File: config.mk
export PLATFORM = sky130hd
export DESIGN_NAME = misalign_seq
export DESIGN_NICKNAME = d
export VERILOG_FILES = /design/src/rtl/misalign_pkg.sv /design/src/rtl/misalign_lane_plan.sv /design/src/rtl/misalign_steer.sv /design/src/rtl/misalign_seq.sv
export SDC_FILE = /design/constraint.sdc
export NUM_CORES = 1
export LEC_CHECK = 0
export ABC_AREA = 1
export BUFFER_PORTS_ARGS = -buffer_cell sky130_fd_sc_hd__clkbuf_2
export CORE_AREA = 10 10 146 148
export CTS_CLUSTER_SIZE = 14
export DETAILED_ROUTE_END_ITERATION = 6
export DIE_AREA = 0 0 156 158
export GPL_TIMING_DRIVEN = 0
export PLACE_DENSITY = 0.66
export SYNTH_ARGS = -nofsm -noshare
export SYNTH_HDL_FRONTEND = slang
export SYNTH_SLANG_ARGS = --single-unit
File: constraint.sdc
create_clock -name clk -period 1.9 [get_ports clk]
set_clock_uncertainty 0.15 [all_clocks]
set_input_delay 0.095 -clock clk [delete_from_list [all_inputs] [get_ports clk]]
set_output_delay 0.095 -clock clk [all_outputs]
set_load 0.01 [all_outputs]
File: src/rtl/misalign_pkg.sv
package misalign_pkg;
    typedef enum logic [1:0] {
        ST_IDLE,
        ST_LOW,
        ST_HIGH,
        ST_RESP
    } seq_state_t;

    localparam logic [1:0] SZ_BYTE = 2'b00;
    localparam logic [1:0] SZ_WORD = 2'b01;
endpackage

File: src/rtl/misalign_lane_plan.sv
module misalign_lane_plan
    import misalign_pkg::*;
#(
    parameter int LANES = 4,
    localparam int OW = $clog2(LANES)
) (
    input  logic [1:0]       size,
    input  logic [OW-1:0]    off,
    input  logic             strict,
    output logic [LANES-1:0] size_mask,
    output logic [LANES-1:0] be_lo,
    output logic [LANES-1:0] be_hi,
    output logic             split,
    output logic             align_fault
);
    logic [2*LANES-1:0] wide;

    always_comb begin
        unique case (size)
            SZ_BYTE: size_mask = LANES'(1);
            SZ_WORD: size_mask = LANES'(3);
            default: size_mask = '1;
        endcase
        wide  = {{LANES{1'b0}}, size_mask} << off;
        be_lo = wide[LANES-1:0];
        be_hi = wide[2*LANES-1:LANES];
        split = |be_hi;
        align_fault = strict &&
                      (((size == SZ_WORD) && off[0]) || (size[1] && (off != '0)));
    end
endmodule

File: src/rtl/misalign_steer.sv
module misalign_steer #(
    parameter int LANES = 4,
    localparam int DW = 8 * LANES,
    localparam int OW = $clog2(LANES)
) (
    input  logic [OW-1:0]    off,
    input  logic [LANES-1:0] size_mask,
    input  logic [DW-1:0]    wdata,
    input  logic [DW-1:0]    lo_word,
    input  logic [DW-1:0]    hi_word,
    output logic [DW-1:0]    wr_lo,
    output logic [DW-1:0]    wr_hi,
    output logic [DW-1:0]    rd_out
);
    logic [2*DW-1:0] wshift;
    logic [2*DW-1:0] rshift;
    logic [OW+2:0]   amt;

    always_comb begin
        amt    = {off, 3'b000};
        wshift = {{DW{1'b0}}, wdata} << amt;
        rshift = {hi_word, lo_word} >> amt;
        wr_lo  = wshift[DW-1:0];
        wr_hi  = wshift[2*DW-1:DW];
    end

    for (genvar k = 0; k < LANES; k++) begin : g_lane
        assign rd_out[8*k +: 8] = size_mask[k] ? rshift[8*k +: 8] : 8'h00;
    end
endmodule

File: src/rtl/misalign_seq.sv
module misalign_seq
    import misalign_pkg::*;
#(
    parameter int AW = 32,
    parameter int LANES = 4,
    localparam int DW = 8 * LANES,
    localparam int OW = $clog2(LANES)
) (
    input  logic             clk,
    input  logic             rst_n,
    input  logic             strict,
    input  logic             req_valid,
    input  logic             req_write,
    input  logic [1:0]       req_size,
    input  logic [AW-1:0]    req_addr,
    input  logic [DW-1:0]    req_wdata,
    output logic             busy,
    output logic             done,
    output logic             fault,
    output logic [DW-1:0]    rdata,
    output logic             bus_valid,
    output logic             bus_wr,
    output logic [AW-1:0]    bus_addr,
    output logic [LANES-1:0] bus_be,
    output logic [DW-1:0]    bus_wdata,
    input  logic [DW-1:0]    bus_rdata,
    input  logic             bus_ready
);
    seq_state_t state, state_nx;

    logic [LANES-1:0] plan_mask, plan_lo, plan_hi;
    logic             plan_split, plan_fault;

    logic             lat_write, split_q, fault_q;
    logic [OW-1:0]    lat_off;
    logic [AW-OW-1:0] lat_base;
    logic [DW-1:0]    lat_wdata, lo_q, hi_q;
    logic [LANES-1:0] mask_q, be_lo_q, be_hi_q;
    logic [DW-1:0]    st_lo, st_hi, ld_val;

    logic accept;
    assign accept = (state == ST_IDLE) && req_valid;

    misalign_lane_plan #(.LANES(LANES)) plan_i (
        .size        (req_size),
        .off         (req_addr[OW-1:0]),
        .strict      (strict),
        .size_mask   (plan_mask),
        .be_lo       (plan_lo),
        .be_hi       (plan_hi),
        .split       (plan_split),
        .align_fault (plan_fault)
    );

    misalign_steer #(.LANES(LANES)) steer_i (
        .off       (lat_off),
        .size_mask (mask_q),
        .wdata     (lat_wdata),
        .lo_word   (lo_q),
        .hi_word   (hi_q),
        .wr_lo     (st_lo),
        .wr_hi     (st_hi),
        .rd_out    (ld_val)
    );

    always_comb begin
        state_nx = state;
        unique case (state)
            ST_IDLE: if (req_valid) state_nx = plan_fault ? ST_RESP : ST_LOW;
            ST_LOW:  if (bus_ready) state_nx = split_q ? ST_HIGH : ST_RESP;
            ST_HIGH: if (bus_ready) state_nx = ST_RESP;
            ST_RESP: state_nx = ST_IDLE;
        endcase
    end

    always_ff @(posedge clk or negedge rst_n) begin
        if (!rst_n) begin
            state     <= ST_IDLE;
            lat_write <= 1'b0;
            split_q   <= 1'b0;
            fault_q   <= 1'b0;
            lat_off   <= '0;
            lat_base  <= '0;
            lat_wdata <= '0;
            mask_q    <= '0;
            be_lo_q   <= '0;
            be_hi_q   <= '0;
            lo_q      <= '0;
            hi_q      <= '0;
        end else begin
            state <= state_nx;
            if (accept) begin
                lat_write <= req_write;
                split_q   <= plan_split;
                fault_q   <= plan_fault;
                lat_off   <= req_addr[OW-1:0];
                lat_base  <= req_addr[AW-1:OW];
                lat_wdata <= req_wdata;
                mask_q    <= plan_mask;
                be_lo_q   <= plan_lo;
                be_hi_q   <= plan_hi;
                lo_q      <= '0;
                hi_q      <= '0;
            end
            if (state == ST_LOW && bus_ready)  lo_q <= bus_rdata;
            if (state == ST_HIGH && bus_ready) hi_q <= bus_rdata;
        end
    end

    always_comb begin
        busy      = (state != ST_IDLE);
        bus_valid = (state == ST_LOW) || (state == ST_HIGH);
        bus_wr    = bus_valid && lat_write;
        bus_addr  = '0;
        bus_be    = '0;
        bus_wdata = '0;
        unique case (state)
            ST_LOW: begin
                bus_addr  = {lat_base, {OW{1'b0}}};
                bus_be    = be_lo_q;
                bus_wdata = lat_write ? st_lo : '0;
            end
            ST_HIGH: begin
                bus_addr  = {lat_base + 1'b1, {OW{1'b0}}};
                bus_be    = be_hi_q;
                bus_wdata = lat_write ? st_hi : '0;
            end
            default: ;
        endcase
        done  = (state == ST_RESP);
        fault = done && fault_q;
        rdata = (done && !lat_write && !fault_q) ? ld_val : '0;
    end

    p_lane_nonempty_r3: assert property (@(posedge clk) disable iff (!rst_n)
        bus_valid |-> (bus_be != '0));

    p_byte_one_lane_r4: assert property (@(posedge clk) disable iff (!rst_n)
        (bus_valid && mask_q == LANES'(1)) |-> ($countones(bus_be) == 1));

    p_split_next_group_r7: assert property (@(posedge clk) disable iff (!rst_n)
        (state == ST_HIGH && $past(state) == ST_LOW) |->
        (bus_addr == $past(bus_addr) + AW'(LANES)));

    p_fault_no_cycle_r10: assert property (@(posedge clk) disable iff (!rst_n)
        (done && fault) |-> ($past(state) == ST_IDLE));

    p_hold_until_ready_r11: assert property (@(posedge clk) disable iff (!rst_n)
        (bus_valid && !bus_ready) |=>
        (bus_valid && $stable(bus_addr) && $stable(bus_be)));

    p_single_done_r11: assert property (@(posedge clk) disable iff (!rst_n)
        done |=> !done);
endmodule

# Word-level counts from Yosys, hierarchy flattened
# Cells that the tools add are included.
# Widths: inputs -> output; s select.
word_totals:
  out_inout_bits: 105
  register_bits: 145
  input_bits: 104
op_classes:
  eq_ne: 7
  reduce_logical: 22
  n_addsub: 1
  shifts: 3
  mux: 20
op_table:
  columns: ["operator", "count"]
  rows:
  - ["$mux 32", 6]
  - ["$pmux 32 s2", 2]
  - ["$shl 32x5->64", 1]
  - ["$shr 64x5->32", 1]
  - ["$mux 8", 4]
  - ["$add 30x1->30 const B", 1]
  - ["$pmux 4 s2", 2]
  - ["$logic_and 1x1->1", 10]
  - ["$mux 2", 4]
  - ["$pmux 2 s4", 1]
  - ["$reduce_bool 2->1", 4]
  - ["$shl 4x2->8", 1]
  - ["$ne 2x2->1 const B", 3]
  - ["$eq 2x1->1 const B", 2]
  - ["$eq 2x2->1 const B", 2]
  - ["$logic_not 2->1", 2]
  - ["$reduce_or 4->1", 1]
  - ["$reduce_and 3->1", 1]
  - ["$logic_not 1->1", 2]
  - ["$logic_or 1x1->1", 2]
  - ["$mux 1", 1]

# Longest topological paths before layout
depth:
  ltp_word: 7
  depth_mapped: 9
  depth_no_buf: 9

# Hierarchy
# A second synthesis with hierarchy kept.
hier_totals:
  cells_unflattened: 1438
  area_unflattened_um2: 9805.7
modules_own_cells:
  columns: ["mod", "cells_per_inst", "area_per_inst_um2", "n_inst"]
  rows:
  - ["misalign_seq", 932, 7602.3, 1]
  - ["misalign_steer", 475, 2070.7, 1]
  - ["misalign_lane_plan", 31, 132.6, 1]

# Worst setup path after synthesis
# Ideal clock, no wire load.
synth_timing:
  path_type: "register -> output"
  startpoint: "register state[1]"
  endpoint: "output port bus_wdata[24]"
  n_path_buf: 0
  t_required_ns: 1.655
  stages_incl_launch_ff: 7
  arrival_time_ns: 1.609
  slack_ns: 0.046
  cell_sequence: "dfrtp_1 inv_1 ha_1 nand2_1 inv_2 nand2_1 nor3_1"
synth_via:
  elab_chain_cells: 2
synth_lines:
  columns: ["item", "line", "rtl"]
  rows:
  - ["from (decl)", "misalign_seq.sv:29", "seq_state_t state, state_nx;"]
  - ["from (signal assigned)", "misalign_seq.sv:91", "state <= state_nx;"]
  - ["$eq 2x2->1 / $eq 2x1->1 (equally long branches)", "misalign_seq.sv:117", "unique case (state)"]
  - ["$pmux 32 s2 *", "misalign_seq.sv:117", null]
  - ["to (decl)", "misalign_seq.sv:25", "output logic [DW-1:0] bus_wdata,"]
# Mark *: on every way between the ends. The rest lies on a longest branch, timed or not.

# Worst setup path in the final report
layout_timing:
  startpoint: "register lat_base[1]"
  endpoint: "output port bus_addr[22]"
layout_via:
  elab_chain_cells: 2
layout_lines:
  columns: ["item", "line", "rtl"]
  rows:
  - ["from (decl)", "misalign_seq.sv:36", "logic [AW-OW-1:0] lat_base;"]
  - ["from (signal assigned)", "misalign_seq.sv:97", "lat_base <= req_addr[AW-1:OW];"]
  - ["$add 30x1->30", "misalign_seq.sv:124", "bus_addr = {lat_base + 1'b1, {OW{1'b0}}};"]
  - ["$pmux 32 s2", "misalign_seq.sv:117", null]
  - ["to (decl)", "misalign_seq.sv:23", "output logic [AW-1:0] bus_addr,"]
# Every way passes these cells.

==> impl_summary.log <==
INFO  metric compound_gate_portion_of_the_synthesized_area = 0.202
INFO  metric path_cells = ha_2, nand2_4, nor2_4, nand2_4, nor2_4, nand2_1, nand2_1, nand3_2, nand2_2, buf_6
INFO  metric smallest_hold_slack = 0.0605 ns
INFO  metric synth_most_common_cell = sky130_fd_sc_hd__nand2_1
INFO  metric die_area = around 25000 um2
INFO  metric hpwl = 23.6 mm
INFO  metric post_dp_cell_area = around 9500 um2
INFO  metric globalplace.congestion = 0.968
INFO  metric report.final.setup_viol = 115
INFO  metric post_synth_num_cell_types = 32
INFO  metric synth-async-reset-ratio = 1.00
INFO  metric worst-setup-path-type = reg -> out
INFO  metric post_detailed_routing_wire_length = 36.1 mm
INFO  metric violated_checks = setup timing
INFO  metric tritoncts.num_buffers = 17
INFO  metric fin_ws = -0.410 ns
INFO  metric drv_cap = 0
INFO  metric critical_path_arrival = approximately 2 ns
INFO  metric clock_tree.buffer_depth = 2
INFO  metric max_stage_delay = 0.42 ns
INFO  metric critPathRequiredTime = between 1.5 and 2 ns
INFO  metric cts_num_sinks = about 140
INFO  metric synth-edff-count = 0
INFO  metric synth.yosys.seq_area_share = 0.416
INFO  metric drive_above_1_share = 0.368
INFO  metric timing.final.hold_violations = 0
INFO  metric dr_total_vias = between 10000 and 15000
INFO  metric fp-row-count = 50
INFO  metric antenna_found_initial = 0
INFO  metric synth.area.mux_share = 0
INFO  metric synth_flop_cell = sky130_fd_sc_hd__dfrtp_1
INFO  metric timing.max_slew.rel_slack = 0.620
INFO  metric syn_area_per_cell = 6.85 um2
INFO  metric start_util = 0.440
INFO  metric rsz0062_at_grt = yes
INFO  metric crit_path_capture_type = output port
INFO  metric worstMarginPinSlew = 0.569 ns
INFO  metric insertedDiodeCount = 0
INFO  metric post_synth_instance_area = 8120 um2
INFO  metric detail_route.vias_per_cell = between 5 and 6
INFO  metric drt-pass1-iter-count = 5
INFO  metric die_x = 156 um
INFO  metric register_clock_pin_slew_on_the_reported_worst_setup_and_hold_paths = 0.06 ns
INFO  metric final.period_utilization = 1.22
INFO  metric post_synth_fa_ha_maj_area_fraction = 0.00925
INFO  metric final_area = about 13000 um2
INFO  metric post_synth_main_area_contributors = sky130_fd_sc_hd__dfrtp_1, sky130_fd_sc_hd__nand2_1, sky130_fd_sc_hd__o21ai_0
INFO  metric timing.critical_path.from_type = flop
INFO  metric postRouteAntennaNets = 0
INFO  metric cpLargestDelayFamily = simple AND/OR/NAND/NOR gates
INFO  metric outcome = complete, but fails checks
INFO  metric post-route-util = 0.726
INFO  metric share_of_yosys_cell_area_claimed_by_the_top_area_cell_type = 0.416
INFO  metric dominant_combinational_cell_family_by_area_after_synthesis = simple AND/OR/NAND/NOR gates
INFO  metric postSynthCellCount = 1184
INFO  metric num_io_pins = 209
INFO  metric drt_iter0_markers = 1216
INFO  metric port_buffers = between 200 and 250
INFO  metric globalRouteTotalUtil = 0.277
INFO  metric core-area = 18500 um2
INFO  metric synth_warnings = 0
INFO  metric powerDensity = approximately 1700 nW/um2
INFO  metric drcViolationCount = 0
INFO  metric first_pass_grt_wire_length = between 50 and 60 mm
INFO  metric worst_ir_drop_vdd = 1.05 mV
INFO  metric cts_tree = built
INFO  metric timing.fmax = 0.433 GHz
INFO  metric crit_slowest_cell = sky130_fd_sc_hd__dfrtp_1
INFO  metric routedWlPerCell = 19.8 um
INFO  metric nets = 1689
INFO  metric areaGrowthSynthToFinish = 65.1%
INFO  metric min_path_type = in -> async
INFO  metric ys_ff_latch = 135
INFO  metric synth_simple_gate_area_share = 0.265
INFO  metric synth_top_cells_by_count = sky130_fd_sc_hd__nand2_1, sky130_fd_sc_hd__inv_1, sky130_fd_sc_hd__dfrtp_1, sky130_fd_sc_hd__o21ai_0, sky130_fd_sc_hd__a21oi_1
INFO  metric clock_tree.htree_level_count = 4
INFO  metric cellLeakagePower = 0.00632 uW
INFO  metric critPathMaxFanout = 6
INFO  metric synthDominantAreaCellType = sky130_fd_sc_hd__dfrtp_1
INFO  metric cp_num_buf_inv = 1
INFO  metric root_buffer = sky130_fd_sc_hd__clkbuf_16
INFO  metric first_global_vias = 9971
INFO  metric grt_max_degree = 72
INFO  metric synthXorXnorAreaFrac = 0
INFO  metric globalRouteOverflowTotal = 0
INFO  metric clock_latency = 0.43 ns
INFO  metric timing.final.max_slew_violations = 0
INFO  metric die_h = 158 um
INFO  metric fin_crit = 2.31 ns
metrics by stage:
step                      setup TNS (ns)  setup WS (ns)  power, uW  cells
after floorplan                        0         0.0465      10300   1185
after global placement           -275.26          -1.79      13200   1625
after CTS                         -25.96         -0.357      20500   1811
after detailed placement          -42.02         -0.645      13400   1626
final                             -30.05         -0.410      22100   1826
after global routing              -37.27         -0.483      23300   1826
worst paths after layout:
check,start,to,slack (ns),cells after the start
worst max-delay path,lat_base[1],bus_addr[22],-0.41,10
worst min-delay path,rst_n,lo_q[5],0.06,2
worst max register to register,state[0],hi_q[7],-0.06,6
worst min register to register,lat_wdata[23],lat_wdata[23],0.37,2
max in group asynchronous,rst_n,lat_base[17],0.76,3
min in group clk,req_wdata[21],lat_wdata[21],0.24,4
layout make-up:
cell class                      count  area (um2)
Inverter                          151         602
Fill cell                        1363        5060
Clock inverter                     14         151
Sequential cell                   135        3380
Timing Repair Buffer              376        2940
Clock buffer                       18         429
Multi-Input combinational cell    835        5040
Buffer                             63         562
Tap cell                          234         293
cell usage in the layout (no fill, tap or decap), types with 21 or more instances in the layout:
| cell type | n |
|---|---|
| sky130_fd_sc_hd__nand2_1 | 323 |
| sky130_fd_sc_hd__inv_1 | 141 |
| sky130_fd_sc_hd__clkbuf_2 | 139 |
| sky130_fd_sc_hd__dfrtp_1 | 131 |
| sky130_fd_sc_hd__dlygate4sd3_1 | 103 |
| sky130_fd_sc_hd__o21ai_0 | 81 |
| sky130_fd_sc_hd__buf_2 | 70 |
| sky130_fd_sc_hd__nor2_1 | 56 |
| sky130_fd_sc_hd__o22ai_1 | 50 |
| sky130_fd_sc_hd__buf_4 | 48 |
| sky130_fd_sc_hd__buf_6 | 39 |
| sky130_fd_sc_hd__a21oi_1 | 34 |
| sky130_fd_sc_hd__a21oi_2 | 32 |
| sky130_fd_sc_hd__o21ai_1 | 31 |
| sky130_fd_sc_hd__nand3_1 | 31 |
| sky130_fd_sc_hd__nand2_2 | 30 |
| sky130_fd_sc_hd__o21ai_2 | 25 |
| sky130_fd_sc_hd__clkbuf_16 | 21 |
cell families after synthesis:
kind of cell	count (synthesis)
simple gates	528
compound gates	299
buf+inv	215
flops	135
fa+ha+maj	6
other cells	1
worst reg2reg max path: cells and delay by family, from the launching register on:
kind / cells / cell delay, ns
buffers and inverters: 2 / 0.40
AO/OA/AOI/OAI: 1 / 0.10
flip-flops: 1 / 0.41
AND/OR/NAND/NOR: 2 / 0.49
adder cells (fa/ha/maj): 1 / 0.29
what timing repair did:
action	CTS	global route
resized for setup	355	203
pin swaps	76	37
setup endpoints to repair	221	176
endpoints found under the hold margin	198	0
hold buffers	103	0
gates cloned	10	1
setup buffers	40	17
power breakdown:
| part | leakage (uW) | switching [uW] | internal, uW | total, uW |
|---|---|---|---|---|
| Sequential | 0.00170 | 1010 | 4100 | 5120 |
| Combinational | 0.00434 | 8180 | 5480 | 13700 |
| Clock | 0.000275 | 1420 | 1940 | 3360 |
layer usage:
layer | share of wire | global-route usage | wire length, um
met1 | 0.40 | 0.348 | 14400
met2 | 0.48 | 0.458 | 17200
met3 | 0.089 | 0.0611 | 3220
met4 | 0.036 | 0.105 | 1310
met5 | 0 | 0 | 0
sequential cells by signal, summed over array words and instances (netlist names):
| register | cells |
|---|---|
| fault_q | 1 |
| lat_wdata | 32 |
| state | 2 |
| be_hi_q | 3 |
| mask_q | 3 |
| lo_q | 32 |
| lat_off | 2 |
| lat_write | 1 |
| be_lo_q | 4 |
| lat_base | 30 |
| split_q | 1 |
| hi_q | 24 |
Note: power is estimated with default switching activity, not from simulation.
